--- config.mk ---
export PLATFORM = sky130hd
export DESIGN_NAME = prio_vec_arbiter
export DESIGN_NICKNAME = d
export VERILOG_FILES = /design/src/rtl/prio_vec_pkg.sv /design/src/rtl/prio_vec_ctrl.sv /design/src/rtl/prio_vec_datapath.sv /design/src/rtl/prio_vec_arbiter.sv
export SDC_FILE = /design/constraint.sdc
export NUM_CORES = 1
export LEC_CHECK = 0
export BUFFER_PORTS_ARGS = -buffer_cell sky130_fd_sc_hd__buf_2
export CAP_MARGIN = 5
export CORE_ASPECT_RATIO = 0.7
export CORE_UTILIZATION = 62
export DETAILED_ROUTE_END_ITERATION = 16
export PLACE_DENSITY = 0.91
export SLEW_MARGIN = 20
export SYNTH_ARGS = -nofsm -noshare
export SYNTH_HDL_FRONTEND = slang
export SYNTH_SLANG_ARGS = --single-unit
--- constraint.sdc ---
create_clock -name clk -period 213.4 [get_ports clk]
set_input_delay 42.68 -clock clk [delete_from_list [all_inputs] [get_ports clk]]
set_output_delay 42.68 -clock clk [all_outputs]
set_load 0.01 [all_outputs]
--- src/rtl/prio_vec_pkg.sv ---
package prio_vec_pkg;
  // strobes from control to datapath
  typedef struct packed {
    logic capture;  // take a snapshot of the request inputs
    logic latch;    // register the arbitration result
  } arbStrobes_t;
endpackage

--- src/rtl/prio_vec_ctrl.sv ---
module prio_vec_ctrl
  import prio_vec_pkg::*;
(
  input  logic        clk,
  input  logic        rstN,
  input  logic        cycStart,
  output arbStrobes_t strobes,
  output logic        resValid
);
  logic evalPending;

  always_ff @(posedge clk or negedge rstN) begin
    if (!rstN) begin
      evalPending <= 1'b0;
      resValid    <= 1'b0;
    end else begin
      evalPending <= cycStart;
      resValid    <= evalPending;
    end
  end

  always_comb begin
    strobes.capture = cycStart;
    strobes.latch   = evalPending;
  end
endmodule

--- src/rtl/prio_vec_datapath.sv ---
module prio_vec_datapath
  import prio_vec_pkg::*;
#(
  parameter int NUM_IRQ    = 54,
  parameter int NUM_TRAP   = 8,
  parameter int PRIO_W     = 3,
  parameter int ADDR_W     = 24,
  parameter int TRAP_BASE  = 4,
  parameter int ALT_OFFSET = 128,
  localparam int NUM_W     = $clog2((NUM_IRQ > NUM_TRAP) ? NUM_IRQ : NUM_TRAP),
  localparam int LVL_W     = PRIO_W + 1
) (
  input  logic                     clk,
  input  logic                     rstN,
  input  arbStrobes_t              strobes,
  input  logic [NUM_IRQ-1:0]       irqFlags,
  input  logic [NUM_IRQ-1:0]       irqEnables,
  input  logic [NUM_IRQ*PRIO_W-1:0] irqPrioFlat,
  input  logic [NUM_TRAP-1:0]      trapReqs,
  input  logic [PRIO_W-1:0]        cpuLevel,
  input  logic                     altSel,
  output logic                     irqTake,
  output logic                     isTrap,
  output logic [NUM_W-1:0]         vecNum,
  output logic [LVL_W-1:0]         vecLevel,
  output logic [ADDR_W-1:0]        vecAddr
);
  localparam int IRQ_BASE = TRAP_BASE + 2 * NUM_TRAP;
  localparam int LVL_MAX  = (1 << LVL_W) - 1;

  logic [NUM_IRQ-1:0]        flagQ, enableQ;
  logic [NUM_IRQ*PRIO_W-1:0] prioQ;
  logic [NUM_TRAP-1:0]       trapQ;
  logic [NUM_IRQ-1:0]        pendQ;
  logic [PRIO_W-1:0]         prioArr [NUM_IRQ];

  // snapshot at the start of the instruction cycle
  always_ff @(posedge clk or negedge rstN) begin
    if (!rstN) begin
      flagQ   <= '0;
      enableQ <= '0;
      prioQ   <= '0;
      trapQ   <= '0;
    end else if (strobes.capture) begin
      flagQ   <= irqFlags;
      enableQ <= irqEnables;
      prioQ   <= irqPrioFlat;
      trapQ   <= trapReqs;
    end
  end

  assign pendQ = flagQ & enableQ;

  genvar g;
  generate
    for (g = 0; g < NUM_IRQ; g++) begin : g_prio
      assign prioArr[g] = prioQ[g*PRIO_W +: PRIO_W];
    end
  endgenerate

  // interrupt scan: strict greater keeps the lower index on ties
  logic              irqFound;
  logic [PRIO_W-1:0] irqBestPrio;
  logic [NUM_W-1:0]  irqBestIdx;

  always_comb begin
    irqFound    = 1'b0;
    irqBestPrio = '0;
    irqBestIdx  = '0;
    for (int i = 0; i < NUM_IRQ; i++) begin
      if (pendQ[i] && (!irqFound || (prioArr[i] > irqBestPrio))) begin
        irqFound    = 1'b1;
        irqBestPrio = prioArr[i];
        irqBestIdx  = NUM_W'(i);
      end
    end
  end

  // trap scan: lowest index wins
  logic             trapFound;
  logic [NUM_W-1:0] trapIdx;

  always_comb begin
    trapFound = 1'b0;
    trapIdx   = '0;
    for (int t = NUM_TRAP - 1; t >= 0; t--) begin
      if (trapQ[t]) begin
        trapFound = 1'b1;
        trapIdx   = NUM_W'(t);
      end
    end
  end

  logic              irqWins;
  logic [ADDR_W-1:0] tableOffset;
  logic              nTake, nTrap;
  logic [NUM_W-1:0]  nNum;
  logic [LVL_W-1:0]  nLevel;
  logic [ADDR_W-1:0] nAddr;

  assign irqWins     = irqFound && (irqBestPrio > cpuLevel);
  assign tableOffset = altSel ? ADDR_W'(ALT_OFFSET) : '0;

  always_comb begin
    nTake  = 1'b0;
    nTrap  = 1'b0;
    nNum   = '0;
    nLevel = '0;
    nAddr  = '0;
    if (trapFound) begin
      nTake  = 1'b1;
      nTrap  = 1'b1;
      nNum   = trapIdx;
      nLevel = LVL_W'(LVL_MAX) - LVL_W'(trapIdx);
      nAddr  = ADDR_W'(TRAP_BASE) + (ADDR_W'(trapIdx) << 1) + tableOffset;
    end else if (irqWins) begin
      nTake  = 1'b1;
      nNum   = irqBestIdx;
      nLevel = {1'b0, irqBestPrio};
      nAddr  = ADDR_W'(IRQ_BASE) + (ADDR_W'(irqBestIdx) << 1) + tableOffset;
    end
  end

  always_ff @(posedge clk or negedge rstN) begin
    if (!rstN) begin
      irqTake  <= 1'b0;
      isTrap   <= 1'b0;
      vecNum   <= '0;
      vecLevel <= '0;
      vecAddr  <= '0;
    end else if (strobes.latch) begin
      irqTake  <= nTake;
      isTrap   <= nTrap;
      vecNum   <= nNum;
      vecLevel <= nLevel;
      vecAddr  <= nAddr;
    end
  end
endmodule

--- src/rtl/prio_vec_arbiter.sv ---
module prio_vec_arbiter
  import prio_vec_pkg::*;
#(
  parameter int NUM_IRQ    = 54,
  parameter int NUM_TRAP   = 8,
  parameter int PRIO_W     = 3,
  parameter int ADDR_W     = 24,
  parameter int TRAP_BASE  = 4,
  parameter int ALT_OFFSET = 128,
  localparam int NUM_W     = $clog2((NUM_IRQ > NUM_TRAP) ? NUM_IRQ : NUM_TRAP),
  localparam int LVL_W     = PRIO_W + 1
) (
  input  logic                      clk,
  input  logic                      rstN,
  input  logic                      cycStart,
  input  logic [NUM_IRQ-1:0]        irqFlags,
  input  logic [NUM_IRQ-1:0]        irqEnables,
  input  logic [NUM_IRQ*PRIO_W-1:0] irqPrioFlat,
  input  logic [NUM_TRAP-1:0]       trapReqs,
  input  logic [PRIO_W-1:0]         cpuLevel,
  input  logic                      altSel,
  output logic                      resValid,
  output logic                      irqTake,
  output logic                      isTrap,
  output logic [NUM_W-1:0]          vecNum,
  output logic [LVL_W-1:0]          vecLevel,
  output logic [ADDR_W-1:0]         vecAddr
);
  arbStrobes_t strobes;

  prio_vec_ctrl u_ctrl (
    .clk      (clk),
    .rstN     (rstN),
    .cycStart (cycStart),
    .strobes  (strobes),
    .resValid (resValid)
  );

  prio_vec_datapath #(
    .NUM_IRQ    (NUM_IRQ),
    .NUM_TRAP   (NUM_TRAP),
    .PRIO_W     (PRIO_W),
    .ADDR_W     (ADDR_W),
    .TRAP_BASE  (TRAP_BASE),
    .ALT_OFFSET (ALT_OFFSET)
  ) u_dp (
    .clk         (clk),
    .rstN        (rstN),
    .strobes     (strobes),
    .irqFlags    (irqFlags),
    .irqEnables  (irqEnables),
    .irqPrioFlat (irqPrioFlat),
    .trapReqs    (trapReqs),
    .cpuLevel    (cpuLevel),
    .altSel      (altSel),
    .irqTake     (irqTake),
    .isTrap      (isTrap),
    .vecNum      (vecNum),
    .vecLevel    (vecLevel),
    .vecAddr     (vecAddr)
  );
endmodule

==> results.toml, run 1 <==
[worst_setup_path]
crit_start = "u_dp.enableQ[0]"
timing_worst_setup_path_type = "flop to flop"
cpMostUsedCell = "a21oi_1"
max_stage_delay_ns = 0.77
start_kind = "flop"
cp_data_required_time_ns = 213.89
regToRegStartpoint = "u_dp.enableQ[0]"
worstPathArrival_ns = 91.83
cp-end-kind = "flop"
slowest_stage = "a211oi_1"
crit_fanout = 13

[timing]
rsz0062_at_grt = "no"
relSlewSlack = 0.318
fin_tns_setup_ns = 0
fin_crit_sh = 0.428
skew_ns = 0.0144
finalSetupViolCount = 0
finalHoldViolCount = 0
fin_crit_ns = 91.34
report.final.slew_viol_count = 0
setup_ws_ns = 122.06
fmax_mhz = 10.9
worst_pin_slew_ns = 1.02

[final_layout]
layout_commonest_cell = "buf_2"
mostFrequentLayoutCells = "303 x buf_2, 298 x dfrtp_1, 243 x nand2_1"
fillerInstances = 2252
multi_input_area_um2 = 11000
syn_to_final_growth_pct = 13.9
drive_above_1_share = 0.259
regArea_um2 = 7460
finalNetCount = 2791
fin_util = 0.728

[routing]
first_pass_iters = 6
wl_met2_um = 24200
drtIter0Drc = 1947
routed_wl_um = 55200
wirelength_met1_um = 24300
drc = 0
wl_met3_um = 4660
wl_per_cell_um = 19.5
num_vias = 17700
vias_per_cell = 6.25
top_layer = "met5"
ant_nets = 0

[die]
die_x_um = 214
core_um2 = 30400
dieArea_um2 = 32000
initial_core_util = 0.639
die_y_um = 150
placementRows = 53
io-pin-count = 322

[grt]
gr-total-overflow = 0
grt_max_degree = 210
antenna_found_initial = 11
first_global_vias = 16700
grt_pass1_wl_um = 86600
grtUsageTotal = 0.341

[yosys]
ys_seq_area_frac = 0.384
synth_area_um2 = 19400
synth.avg_cell_area_um2 = 9.21
yosysWarningCount = 0
async_flop_share = 1.00
synthCells = 2107
yosysUniqueCellTypes = 103
synth_top_area_frac = 0.384
ys_seq_elements = 298
synthFlopType = "dfrtp_1"
post-synth-top-area-cell = "dfrtp_1"
synth_area_leaders = "dfrtp_1 38%, mux2_2 13%, ha_1 7.7%"
synth-edff-count = 0

[placed_design]
numPortBuffers = 305
gp_congestion = 0.969
dp_slack_ns = 125.19
dpl.hpwl_um = 42300

[clock_tree]
clkLatencyLatePin_ns = 0.57
clockRootBuffer = "clkbuf_16"
ctsResizeCount = 0
cts_sinks = 298
path_clk_slew_ns = 0.06
clk_path_buf_depth = 3
htreeDepth = 1
cts_setup_buffers = 0
cts_tree = "yes"
cts_buffers = 29
hold_buffers = 0

[status]
status = "finished, final reports clean"

[flow_run]
cap_violations = 0

[hold_path]
worstHoldStart = "u_dp.enableQ[43]"
hold_path.class = "flop to flop"
==> metal layers <==
metal	up-vias	GRT usage
met4	2	0.130
met5	-	0
met1	8459	0.494
met2	890	0.510
met3	141	0.0577
li1	8187	-
==> area by class of cell <==
| class | instances | share of cell area |
|---|---|---|
| Clock inverter | 4 | 0.00119 |
| Timing Repair Buffer | 309 | 0.0719 |
| Multi-Input combinational cell | 1589 | 0.500 |
| Antenna cell | 10 | 0.00113 |
| Inverter | 160 | 0.0272 |
| Tap cell | 412 | 0.0233 |
| Sequential cell | 298 | 0.337 |
| Clock buffer | 46 | 0.0384 |
==> synth_stat cells (11+ instances only) <==
master	number
clkbuf_1	44
ha_1	119
nand2b_1	15
o21ai_0	159
nor2_1	131
mux2_2	218
o211ai_1	19
a31oi_1	25
nand3_1	48
nor2b_1	21
a21o_1	24
a21oi_1	159
and3_1	24
a31o_2	14
inv_1	159
nor3_1	36
o21ai_1	11
nand2_1	243
a22oi_1	11
buf_4	21
and2_1	34
a211oi_1	17
o31ai_1	11
o21a_1	24
dfrtp_1	298
==> worst paths after layout <==
| path | slack, ns | depth (start not counted) | endpoint |
|---|---|---|---|
| worst max-delay path | 122.06 | 419 | u_dp.vecNum[0] |
| worst min-delay path | 0.50 | 1 | u_dp.enableQ[43] |
| worst max register to register | 122.06 | 419 | u_dp.vecNum[0] |
| worst min register to register | 0.50 | 1 | u_dp.enableQ[43] |
| max in group asynchronous | 169.12 | 3 | u_dp.prioQ[12] |
| min in group asynchronous | 42.10 | 1 | u_dp.prioQ[74] |
==> kinds of logic (layout without fill, tap and decap cells) <==
kind of cell	Yosys count	after routing	synth area share
mux	231	231	0.134
fa+ha+maj	127	127	0.0809
simple gates	618	618	0.151
flops	298	298	0.384
other cells	1	27	0.000193
buf+inv	236	519	0.0500
xor+xnor	2	2	0.000902
compound gates	594	594	0.199
==> through the flow <==
stage | area (um2) | hold slack (ns) | instances
6_report | 22100 | 0.502 | 2828
5_1_grt | 22100 | 0.520 | 2825
2_1_floorplan | 19500 | 0.423 | 2123
3_3_place_gp | 21200 | 0.483 | 2768
4_1_cts | 22100 | 0.501 | 2818
3_5_place_dp | 21200 | 0.487 | 2768
==> registers in the layout (all words and copies together) (netlist names) <==
name / flops
u_dp.prioQ: 162
u_dp.enableQ: 54
u_dp.flagQ: 54
u_dp.trapQ: 8
u_dp.vecAddr: 7
u_dp.vecNum: 6
u_dp.vecLevel: 4
u_ctrl.evalPending: 1
u_ctrl.resValid: 1
u_dp.irqTake: 1
==> critical path, delay by kind of cell, from the launching register on <==
family          cells  cell delay, ns
compound gates    220           47.79
fa+ha+maj          61           17.82
buf+inv            16            1.65
flops               1            0.38
mux                15            5.55
simple gates      107           18.01
Power of run 1 is left out: the tool's default activity adds up to more than one toggle a clock period on the data nets, which glitch-free logic cannot reach.
==> run 2: changes to the inputs <==
ABC_AREA = 1   (was not set)
CORE_UTILIZATION = 52   (was 62)
PLACE_DENSITY = 0.82   (was 0.91)
clock period = 75.5 ns   (was 213.4 ns; I/O delays follow)
==> results.toml, run 2 <==
[worst_setup_path]
max_stage_delay_ns = 0.36
slowest_stage = "dfrtp_1"
cp-end-kind = "flop"
cpMostUsedCell = "o21ai_0"
cp_data_required_time_ns = 76.00
crit_fanout = 10
start_kind = "flop"
worstPathArrival_ns = 66.79
timing_worst_setup_path_type = "flop to flop"

[final_layout]
finalNetCount = 2968
layout_commonest_cell = "nand2_1"
regArea_um2 = 7460
largest_register_ffs = 162
syn_to_final_growth_pct = 15.6
mostFrequentLayoutCells = "552 x nand2_1, 304 x inv_1, 303 x buf_2"
fillerInstances = 2885
top_register = "u_dp.prioQ"
multi_input_area_um2 = 9820
reg_top3 = "u_dp.prioQ (162), u_dp.enableQ (54), u_dp.flagQ (54)"
fin_util = 0.616
drive_above_1_share = 0.275

[die]
die_x_um = 229
placementRows = 57
initial_core_util = 0.533
core_um2 = 35000
die_y_um = 161
dieArea_um2 = 36700
io-pin-count = 322

[yosys]
synthCells = 2271
async_flop_share = 1.00
ys_seq_area_frac = 0.399
yosysWarningCount = 0
synth_top_area_frac = 0.399
ys_seq_elements = 298
yosysUniqueCellTypes = 39
synth-edff-count = 0
post-synth-top-area-cell = "dfrtp_1"
synth_area_leaders = "dfrtp_1 40%, nand2_1 11%, mux2_2 9.9%"
synth.most_common_cell = "nand2_1"
synth.avg_cell_area_um2 = 8.22
synth_common_cells = "552 x nand2_1, 304 x inv_1, 298 x dfrtp_1, 298 x o21ai_0, 165 x mux2_2"
synth_area_um2 = 18700
synthFlopType = "dfrtp_1"

[timing]
rsz0062_at_grt = "no"
worst_pin_slew_ns = 1.07
report.final.slew_viol_count = 0
fin_crit_ns = 66.29
finalSetupViolCount = 0
holdWs_ns = 0.486
finalHoldViolCount = 0
skew_ns = 0.0180
setup_ws_ns = 9.21
relSlewSlack = 0.288
fin_crit_sh = 0.878
fin_tns_setup_ns = 0
fmax_mhz = 15.1

[status]
status = "finished, final reports clean"

[routing]
ant_nets = 0
num_vias = 16200
drc = 0
drtIter0Drc = 1131
first_pass_iters = 5
wl_per_cell_um = 15.1
routed_wl_um = 46200
vias_per_cell = 5.29

[hold_path]
hold_path.class = "flop to flop"

[clock_tree]
path_clk_slew_ns = 0.07
clockRootBuffer = "clkbuf_16"
ctsResizeCount = 0
cts_setup_buffers = 0
clk_path_buf_depth = 3
cts_buffers = 29
htreeDepth = 1
hold_buffers = 0
cts_sinks = 298
clkLatencyLatePin_ns = 0.58
cts_tree = "yes"

[placed_design]
numPortBuffers = 305
dpl.hpwl_um = 35700
dp_slack_ns = 10.35
gp_congestion = 0.896

[grt]
gr-total-overflow = 0
grt_max_degree = 238
grt_pass1_wl_um = 76900
first_global_vias = 16100
antenna_found_initial = 9
grtUsageTotal = 0.252

[flow_run]
cap_violations = 0
-- run 2: path summary, 6_finish.rpt --
path / startpoint / to / slack [ns] / cells after the start
worst min register to register: u_dp.vecLevel[2] / u_dp.vecLevel[2] / 0.49 / 2
max in group asynchronous: rstN / u_dp.prioQ[12] / 58.76 / 3
worst min-delay path: u_dp.vecLevel[2] / u_dp.vecLevel[2] / 0.49 / 2
worst max register to register: u_dp.flagQ[0] / u_dp.vecAddr[6] / 9.21 / 497
worst max-delay path: u_dp.flagQ[0] / u_dp.vecAddr[6] / 9.21 / 497
min in group asynchronous: rstN / u_dp.enableQ[27] / 14.55 / 1
-- run 2: final cells by class --
| type | instances | area share |
|---|---|---|
| diodes | 6 | 0.000696 |
| clock buffers | 35 | 0.0361 |
| clock inverters | 17 | 0.00869 |
| inverters | 305 | 0.0532 |
| multi-input cells | 1621 | 0.455 |
| flip-flops and latches | 298 | 0.345 |
| well taps | 472 | 0.0274 |
| repair buffers | 309 | 0.0736 |
-- run 2: kinds of logic after synthesis --
family                   Yosys count  synth area share
buffers and inverters            368            0.0780
AO/OA/AOI/OAI                    372             0.105
AND/OR/NAND/NOR                  948             0.238
multiplexers                     165            0.0995
other                              1          0.000201
flip-flops                       298             0.399
adder cells (fa/ha/maj)          119            0.0797
-- run 2: worst max-delay path, delay by kind of cell (launching register included) --
kind                     cells  cell delay, ns
AND/OR/NAND/NOR            254           22.23
flip-flops                   1            0.36
adder cells (fa/ha/maj)     54           16.91
buffers and inverters       61            3.93
AO/OA/AOI/OAI              128           22.65
-- run 2: metrics by stage --
stage,std cells,cell area (um2)
4_1_cts,3057,21600
6_report,3063,21600
5_1_grt,3062,21600
2_1_floorplan,2287,18700
3_3_place_gp,3005,20600
3_5_place_dp,3005,20600
-- run 2: metal layers --
layer	up-vias	wire length (um)	GRT usage
met3	92	2690	0.0430
met4	6	1290	0.0754
met1	7649	21200	0.349
li1	7951	-	-
met5	-	36	0
met2	495	21000	0.407
Power of run 2 is left out for the same reason.
